===== src/rtl/alu_pkg.sv =====
package alu_pkg;
  typedef enum logic [1:0] {
    SEL_AND  = 2'b00,
    SEL_OR   = 2'b01,
    SEL_SUM  = 2'b10,
    SEL_LESS = 2'b11
  } slice_sel_e;

  localparam logic [3:0] OP_AND = 4'b0000;
  localparam logic [3:0] OP_OR  = 4'b0001;
  localparam logic [3:0] OP_ADD = 4'b0010;
  localparam logic [3:0] OP_SUB = 4'b0110;
  localparam logic [3:0] OP_SLT = 4'b0111;
  localparam logic [3:0] OP_NOR = 4'b1100;

  typedef struct packed {
    logic       a_inv;
    logic       b_inv;
    slice_sel_e sel;
    logic       cin0;
    logic       ovf_en;
  } slice_ctrl_t;
endpackage


===== src/rtl/full_adder.sv =====
module full_adder (
  input  logic a_i,
  input  logic b_i,
  input  logic c_i,
  output logic s_o,
  output logic c_o
);
  logic p;
  assign p   = a_i ^ b_i;
  assign s_o = p ^ c_i;
  assign c_o = (a_i & b_i) | (p & c_i);
endmodule


===== src/rtl/alu_ctrl_dec.sv =====
module alu_ctrl_dec
  import alu_pkg::*;
(
  input  logic [3:0]  ctrl_i,
  output slice_ctrl_t sc_o
);
  always_comb begin
    sc_o.a_inv  = ctrl_i[3];
    sc_o.b_inv  = ctrl_i[2];
    sc_o.sel    = slice_sel_e'(ctrl_i[1:0]);
    // subtraction: the inverted b plus one forms two's complement
    sc_o.cin0   = ctrl_i[2];
    // only plain add/sub report overflow
    sc_o.ovf_en = (ctrl_i[1:0] == SEL_SUM);
  end
endmodule


===== src/rtl/alu_slice.sv =====
module alu_slice
  import alu_pkg::*;
(
  input  logic       a_i,
  input  logic       b_i,
  input  logic       a_inv_i,
  input  logic       b_inv_i,
  input  slice_sel_e sel_i,
  input  logic       cin_i,
  input  logic       less_i,
  output logic       res_o,
  output logic       cout_o
);
  logic a_x, b_x, sum;

  assign a_x = a_i ^ a_inv_i;
  assign b_x = b_i ^ b_inv_i;

  full_adder i_fa (.a_i(a_x), .b_i(b_x), .c_i(cin_i), .s_o(sum), .c_o(cout_o));

  always_comb begin
    unique case (sel_i)
      SEL_AND: res_o = a_x & b_x;
      SEL_OR:  res_o = a_x | b_x;
      SEL_SUM: res_o = sum;
      default: res_o = less_i;
    endcase
  end
endmodule


===== src/rtl/alu_slice_msb.sv =====
module alu_slice_msb
  import alu_pkg::*;
(
  input  logic       a_i,
  input  logic       b_i,
  input  logic       a_inv_i,
  input  logic       b_inv_i,
  input  slice_sel_e sel_i,
  input  logic       cin_i,
  input  logic       less_i,
  output logic       res_o,
  output logic       cout_o,
  output logic       set_o,
  output logic       ovf_o
);
  logic a_x, b_x, sum;

  assign a_x = a_i ^ a_inv_i;
  assign b_x = b_i ^ b_inv_i;

  full_adder i_fa (.a_i(a_x), .b_i(b_x), .c_i(cin_i), .s_o(sum), .c_o(cout_o));

  assign ovf_o = cin_i ^ cout_o;
  // true sign of the difference, corrected when it overflowed
  assign set_o = sum ^ ovf_o;

  always_comb begin
    unique case (sel_i)
      SEL_AND: res_o = a_x & b_x;
      SEL_OR:  res_o = a_x | b_x;
      SEL_SUM: res_o = sum;
      default: res_o = less_i;
    endcase
  end
endmodule


===== src/rtl/rca_alu.sv =====
module rca_alu
  import alu_pkg::*;
#(
  parameter int WIDTH = 32
) (
  input  logic [WIDTH-1:0] a_i,
  input  logic [WIDTH-1:0] b_i,
  input  logic [3:0]       ctrl_i,
  output logic [WIDTH-1:0] result_o,
  output logic             zero_o,
  output logic             ovf_o
);
  localparam int MSB = WIDTH - 1;

  slice_ctrl_t      sc;
  logic [WIDTH:0]   carry;
  logic [WIDTH-1:0] less;
  logic             set_w;
  logic             ovf_raw;

  alu_ctrl_dec i_dec (.ctrl_i(ctrl_i), .sc_o(sc));

  assign carry[0] = sc.cin0;
  assign less     = {{(WIDTH-1){1'b0}}, set_w};

  for (genvar i = 0; i < WIDTH; i++) begin : g_slice
    if (i == MSB) begin : g_msb
      alu_slice_msb i_slice (
        .a_i    (a_i[i]),
        .b_i    (b_i[i]),
        .a_inv_i(sc.a_inv),
        .b_inv_i(sc.b_inv),
        .sel_i  (sc.sel),
        .cin_i  (carry[i]),
        .less_i (less[i]),
        .res_o  (result_o[i]),
        .cout_o (carry[i+1]),
        .set_o  (set_w),
        .ovf_o  (ovf_raw)
      );
    end else begin : g_std
      alu_slice i_slice (
        .a_i    (a_i[i]),
        .b_i    (b_i[i]),
        .a_inv_i(sc.a_inv),
        .b_inv_i(sc.b_inv),
        .sel_i  (sc.sel),
        .cin_i  (carry[i]),
        .less_i (less[i]),
        .res_o  (result_o[i]),
        .cout_o (carry[i+1])
      );
    end
  end

  assign zero_o = ~|result_o;
  assign ovf_o  = ovf_raw & sc.ovf_en;
endmodule


===== config.mk =====
export PLATFORM = sky130hd
export DESIGN_NAME = rca_alu
export DESIGN_NICKNAME = d
export VERILOG_FILES = /design/src/rtl/alu_pkg.sv /design/src/rtl/full_adder.sv /design/src/rtl/alu_ctrl_dec.sv /design/src/rtl/alu_slice.sv /design/src/rtl/alu_slice_msb.sv /design/src/rtl/rca_alu.sv
export SDC_FILE = /design/constraint.sdc
export NUM_CORES = 1
export LEC_CHECK = 0
export ABC_CLOCK_PERIOD_IN_PS = 18000
export BUFFER_PORTS_ARGS = -buffer_cell sky130_fd_sc_hd__buf_2
export CAP_MARGIN = 30
export CORE_ASPECT_RATIO = 0.8
export CORE_MARGIN = 2
export CORE_UTILIZATION = 45
export DETAILED_ROUTE_END_ITERATION = 10
export GPL_TIMING_DRIVEN = 1
export PLACE_DENSITY = 0.79
export SYNTH_ARGS = -nofsm -noshare
export SYNTH_HDL_FRONTEND = slang
export SYNTH_SLANG_ARGS = --single-unit

===== constraint.sdc =====
create_clock -name vclk -period 18
set_input_delay 1.8 -clock vclk [all_inputs]
set_output_delay 1.8 -clock vclk [all_outputs]
set_load 0.03 [all_outputs]

==> flow_summary.toml, run 1 <==
[status]
status = "complete, no violations"

[timing]
drv_slew = 0
tightestPinTransition_ns = 0.691
grt_setup_unrepaired = "false"
fmaxAchievable_mhz = 57.1
hold_viol = 0
fin_setup_tns_ns = 0
slew_headroom_pct = 54.0
worst_slack_ns = 0.484
hold-worst-slack_ns = 4.20
setup_viol = 0
fin_crit_ns = 17.52
finalCritPeriodShare_pct = 97.3

[placed_design]
portBuffers = 102
place_ws_ns = 0.0930
gp_congestion = 0.784
dp_hpwl_mm = 6.00
placed_area_um2 = 3650
place_inst = 533

[power]
p_leak_nw = 2.13
ir_worst_vdd_v = 0.0000249
powerDensity_nw_per_um2 = 43.4
p_total_uw = 161

[route]
initialDrtViolationCount = 50
drc = 0
via_count = 2565
routed_wl_mm = 7.32
vias_per_cell = 4.79
drt_pass1_iterations = 5
wl_per_cell_um = 13.7
ant_nets = 0

[floorplanning]
ioPinCount = 102
rows = 28
fp.dieW_um = 101
start_util_pct = 46.1
die_area_um2 = 8240
core_um2 = 7360
die_h_um = 81.6

[final_layout]
post_route_cells_drive_above_1_share_pct = 26.3
fin_util_pct = 50.4
nClkBuffers = 0
antenna_cells = 0
design.seq.count = 0
final_cell_area_um2 = 3710
instances_no_fill = 535
syn_to_final_growth_pct = 9.38
fin_nets = 611
register_area_um2 = 0

[critical_path]
crit_path_max_fanout = 4
crit_start = "ctrl_i[3]"
endpoint_kind = "primary output"
cp_slowest_cell = "mux4_2"
critical_path_buf_inv_count = 3
path_delay_family = "adder cells"
crit_top_cell = "fa_1"
max_stage_delay_ns = 0.52
worstSetupPathType = "in2out"
required_ns = 16.20
crit_arrival_ns = 15.72
startpoint_type = "input pin"

[yosys]
ys_top_cells_by_count = "inv_1, xor2_1, ha_1, buf_4, fa_1"
synth.distinct_cells = 23
yosysTopAreaCellShare_pct = 23.6
post-synth-top-count-cell = "inv_1"
syn_area_um2 = 3390
netlist.top_cell.by_area = "ha_1"
synth_area_leaders = "ha_1, fa_1, xor2_1"
synth_cells = 390
synth_area_per_cell_um2 = 8.69
ys_seq_area_share_pct = 0
syn-num-nets = 554
synth-warning-count = 0

[global_route]
overflow = 0
antenna_found_initial = 0
grt_pass1_vias = 2554
grt_pass1_wl_mm = 11.8
grt_max_degree = 36
grt_use_total_pct = 17.5

[min_path]
hold_start = "ctrl_i[0]"
hold_class = "in2out"

[clock_network]
postCtsHoldBufs = 0

[run]
drv_cap = 0
layer usage:
layer  part of all wire, %  up-vias  global-route usage, %  wire [µm]
met1                    44     1231                   22.7       3220
li1                      -     1253                      -          -
met2                    50       81                   32.7       3640
met3                   6.2        0                   2.13        456
met5                     0        -                      0          0
met4                     0        0                   1.08          0
power breakdown:
group          switching [mW]  leakage (nW)  internal (mW)  total (mW)
Clock                       0             0              0           0
Combinational           0.102          2.13         0.0588       0.161
Sequential                  0             0              0           0
Total                   0.102          2.13         0.0588       0.161
timing repair:
action | 4_1_cts | 5_1_grt
endpoints found under the setup margin | 0 | 1
setup buffers | 0 | 1
endpoints found under the hold margin | 0 | 0
gates resized for setup | 0 | 9
path summary, 6_finish.rpt:
kind,to,cells after the start
setup / recovery,zero_o,41
hold / removal,result_o[31],4
tightest hold or removal path: stages:
cell and delay [ns]:
buf_2 0.13, mux2i_1 0.15, o22ai_1 0.12, buf_2 0.19
layout by cell type (no fill, tap or decap):
master,n
nand4_1,1
nor4_2,2
mux4_2,1
xor2_2,1
nor2_1,1
nand2_1,5
buf_6,1
o21ai_0,3
buf_12,1
clkinv_1,8
xor2_1,65
inv_2,1
inv_1,87
fa_1,28
fa_2,4
buf_4,3
buf_2,101
nor4_1,6
nor3_2,1
o22ai_1,31
nand2b_4,1
ha_1,64
mux2i_1,29
final cells by class:
type | instances | area (µm²)
Fill cell | 715 | 3650
Inverter | 96 | 360
Multi-Input combinational cell | 243 | 2670
Tap cell | 90 | 113
Timing Repair Buffer | 106 | 559
logic make-up (layout without fill, tap and decap cells):
group	count (synthesis)	count (layout)	synth area share, %
buffers and inverters	147	202	21.8
adder cells (fa/ha/maj)	96	96	42.5
XOR/XNOR	66	66	17.1
AO/OA/AOI/OAI	34	34	6.17
multiplexers	30	30	9.23
AND/OR/NAND/NOR	17	17	3.21
No activity file was read; power rests on OpenSTA's default activity.
==> inputs of run 2 (changes only) <==
--- a/config.mk
+++ b/config.mk
@@ -7,5 +7,5 @@
 export LEC_CHECK = 0
 export ABC_CLOCK_PERIOD_IN_PS = 18000
-export BUFFER_PORTS_ARGS = -buffer_cell sky130_fd_sc_hd__buf_2
+export BUFFER_PORTS_ARGS = -buffer_cell sky130_fd_sc_hd__clkbuf_2
 export CAP_MARGIN = 30
 export CORE_ASPECT_RATIO = 0.8
==> constraint.sdc (replaced) <==
create_clock -name vclk -period 18
set_input_delay 0.9 -clock vclk [all_inputs]
set_output_delay 0.9 -clock vclk [all_outputs]
set_load 0.03 [all_outputs]
==> flow_summary.toml, run 2 (synthesis gave the netlist of run 1 again) <==
[run]
drv_cap = 0

[critical_path]
cp_slowest_cell = "fa_1"
worstSetupPathType = "in2out"
crit_path_max_fanout = 15
startpoint_type = "input pin"
path_delay_family = "adder cells"
max_stage_delay_ns = 0.44
endpoint_kind = "primary output"
crit_arrival_ns = 15.54
crit_top_cell = "fa_1"
critical_path_buf_inv_count = 5
required_ns = 17.10

[final_layout]
final_common_cell = "clkbuf_2"
nClkBuffers = 0
fin_util_pct = 49.7
n_fill_cell = 718
final_cell_area_um2 = 3660
post_route_cells_drive_above_1_share_pct = 24.8
syn_to_final_growth_pct = 7.90
final_cell_mix = "clkbuf_2, inv_1, xor2_1, ha_1, fa_1"
instances_no_fill = 534
register_area_um2 = 0
antenna_cells = 0
design.seq.count = 0
fin_nets = 610

[power]
ir_worst_vdd_v = 0.0000230
clkPwrFrac_pct = 0
p_sw_share_pct = 64.2
p_comb_share_pct = 100.0
p_sw_uw = 101
seqPwrFrac_pct = 0
p_leak_nw = 2.13
p_int_uw = 56.6
powerDensity_nw_per_um2 = 43.2

[global_route]
overflow = 0
grt_use_total_pct = 17.6
grtUsageMet1_pct = 23.5
antenna_found_initial = 0
grt-busiest-layer = "met2"
grt_pass1_vias = 2636
grt_max_degree = 36
grtUsageMet2_pct = 31.9
grt_pass1_wl_mm = 11.8
use_met3_pct = 1.36

[min_path]
hold_class = "in2out"
min_to = "result_o[26]"
hold_start = "b_i[26]"
hold_depth = 6

[timing]
hold-worst-slack_ns = 2.50
tightestPinTransition_ns = 0.784
fmaxAchievable_mhz = 60.8
setup_viol = 0
slew_headroom_pct = 47.7
fin_setup_tns_ns = 0
hold_viol = 0
fin_crit_ns = 16.44
finalCritPeriodShare_pct = 91.3
grt_setup_unrepaired = "false"
drv_slew = 0

[clock_network]
postCtsHoldBufs = 0
post_cts_resized = 0
postCtsSetupRepairBufs = 0

[route]
vias_per_cell = 4.84
drc = 0
routed_wl_mm = 7.24
initialDrtViolationCount = 54
wl_per_cell_um = 13.6
ant_nets = 0
via_count = 2582
drt_pass1_iterations = 4

[floorplanning]
rows = 28
ioPinCount = 102
fp.dieW_um = 101
die_area_um2 = 8240
die_h_um = 81.6
core_um2 = 7360
start_util_pct = 46.1

[placed_design]
placed_area_um2 = 3660
dp_hpwl_mm = 6.14
gp_congestion = 0.830
portBuffers = 102
place_inst = 534

[status]
status = "complete, no violations"
## run 2: changes by cell type in the layout (fill, tap and decap cells not counted), sizes merged
cell	delta
buf	-103
clkbuf	+102
## run 2: metrics by stage
step	worst slack (ns)	power [mW]
finish	1.56	0.158
global route	0.915	0.178
CTS	1.55	0.159
detailed placement	1.62	0.159
global placement	1.92	0.151
floorplan	2.46	0.134
## run 2: worst min-delay path, cell delays in order
cell and delay (ns):
clkbuf_2 0.08, xor2_1 0.07, inv_1 0.09, fa_1 0.17, o22ai_1 0.10, clkbuf_2 0.19
## run 2: worst max-delay path by stage
stage | start | end | slack (ns) | cells past startpoint
final | ctrl_i[3] | zero_o | 1.56 | 43
after global routing | ctrl_i[3] | zero_o | 0.92 | 43
after CTS | ctrl_i[3] | zero_o | 1.55 | 43
after detailed placement | ctrl_i[3] | zero_o | 1.62 | 43
after global placement | ctrl_i[3] | zero_o | 1.92 | 43
after floorplan | ctrl_i[3] | zero_o | 2.46 | 39
## run 2: area by class of cell
type                       instances  area, µm²  share of cell area, %
inverter                          96        360                   9.86
timing repair buffer             105        533                   14.6
tap                               90        113                   3.08
multi-input combinational        243       2650                   72.5
## run 2: power by group through the flow
stage	clock, mW	sequential (mW)	combinational [mW]
final	0	0	0.158
after detailed placement	0	0	0.159
after global placement	0	0	0.151
after global routing	0	0	0.178
after floorplan	0	0	0.134
after CTS	0	0	0.159
## run 2: metal layers
metal	wire, µm	part of all wire, %
met4	100	1.4
met5	0	0
met1	3230	45
met3	416	5.7
met2	3490	48
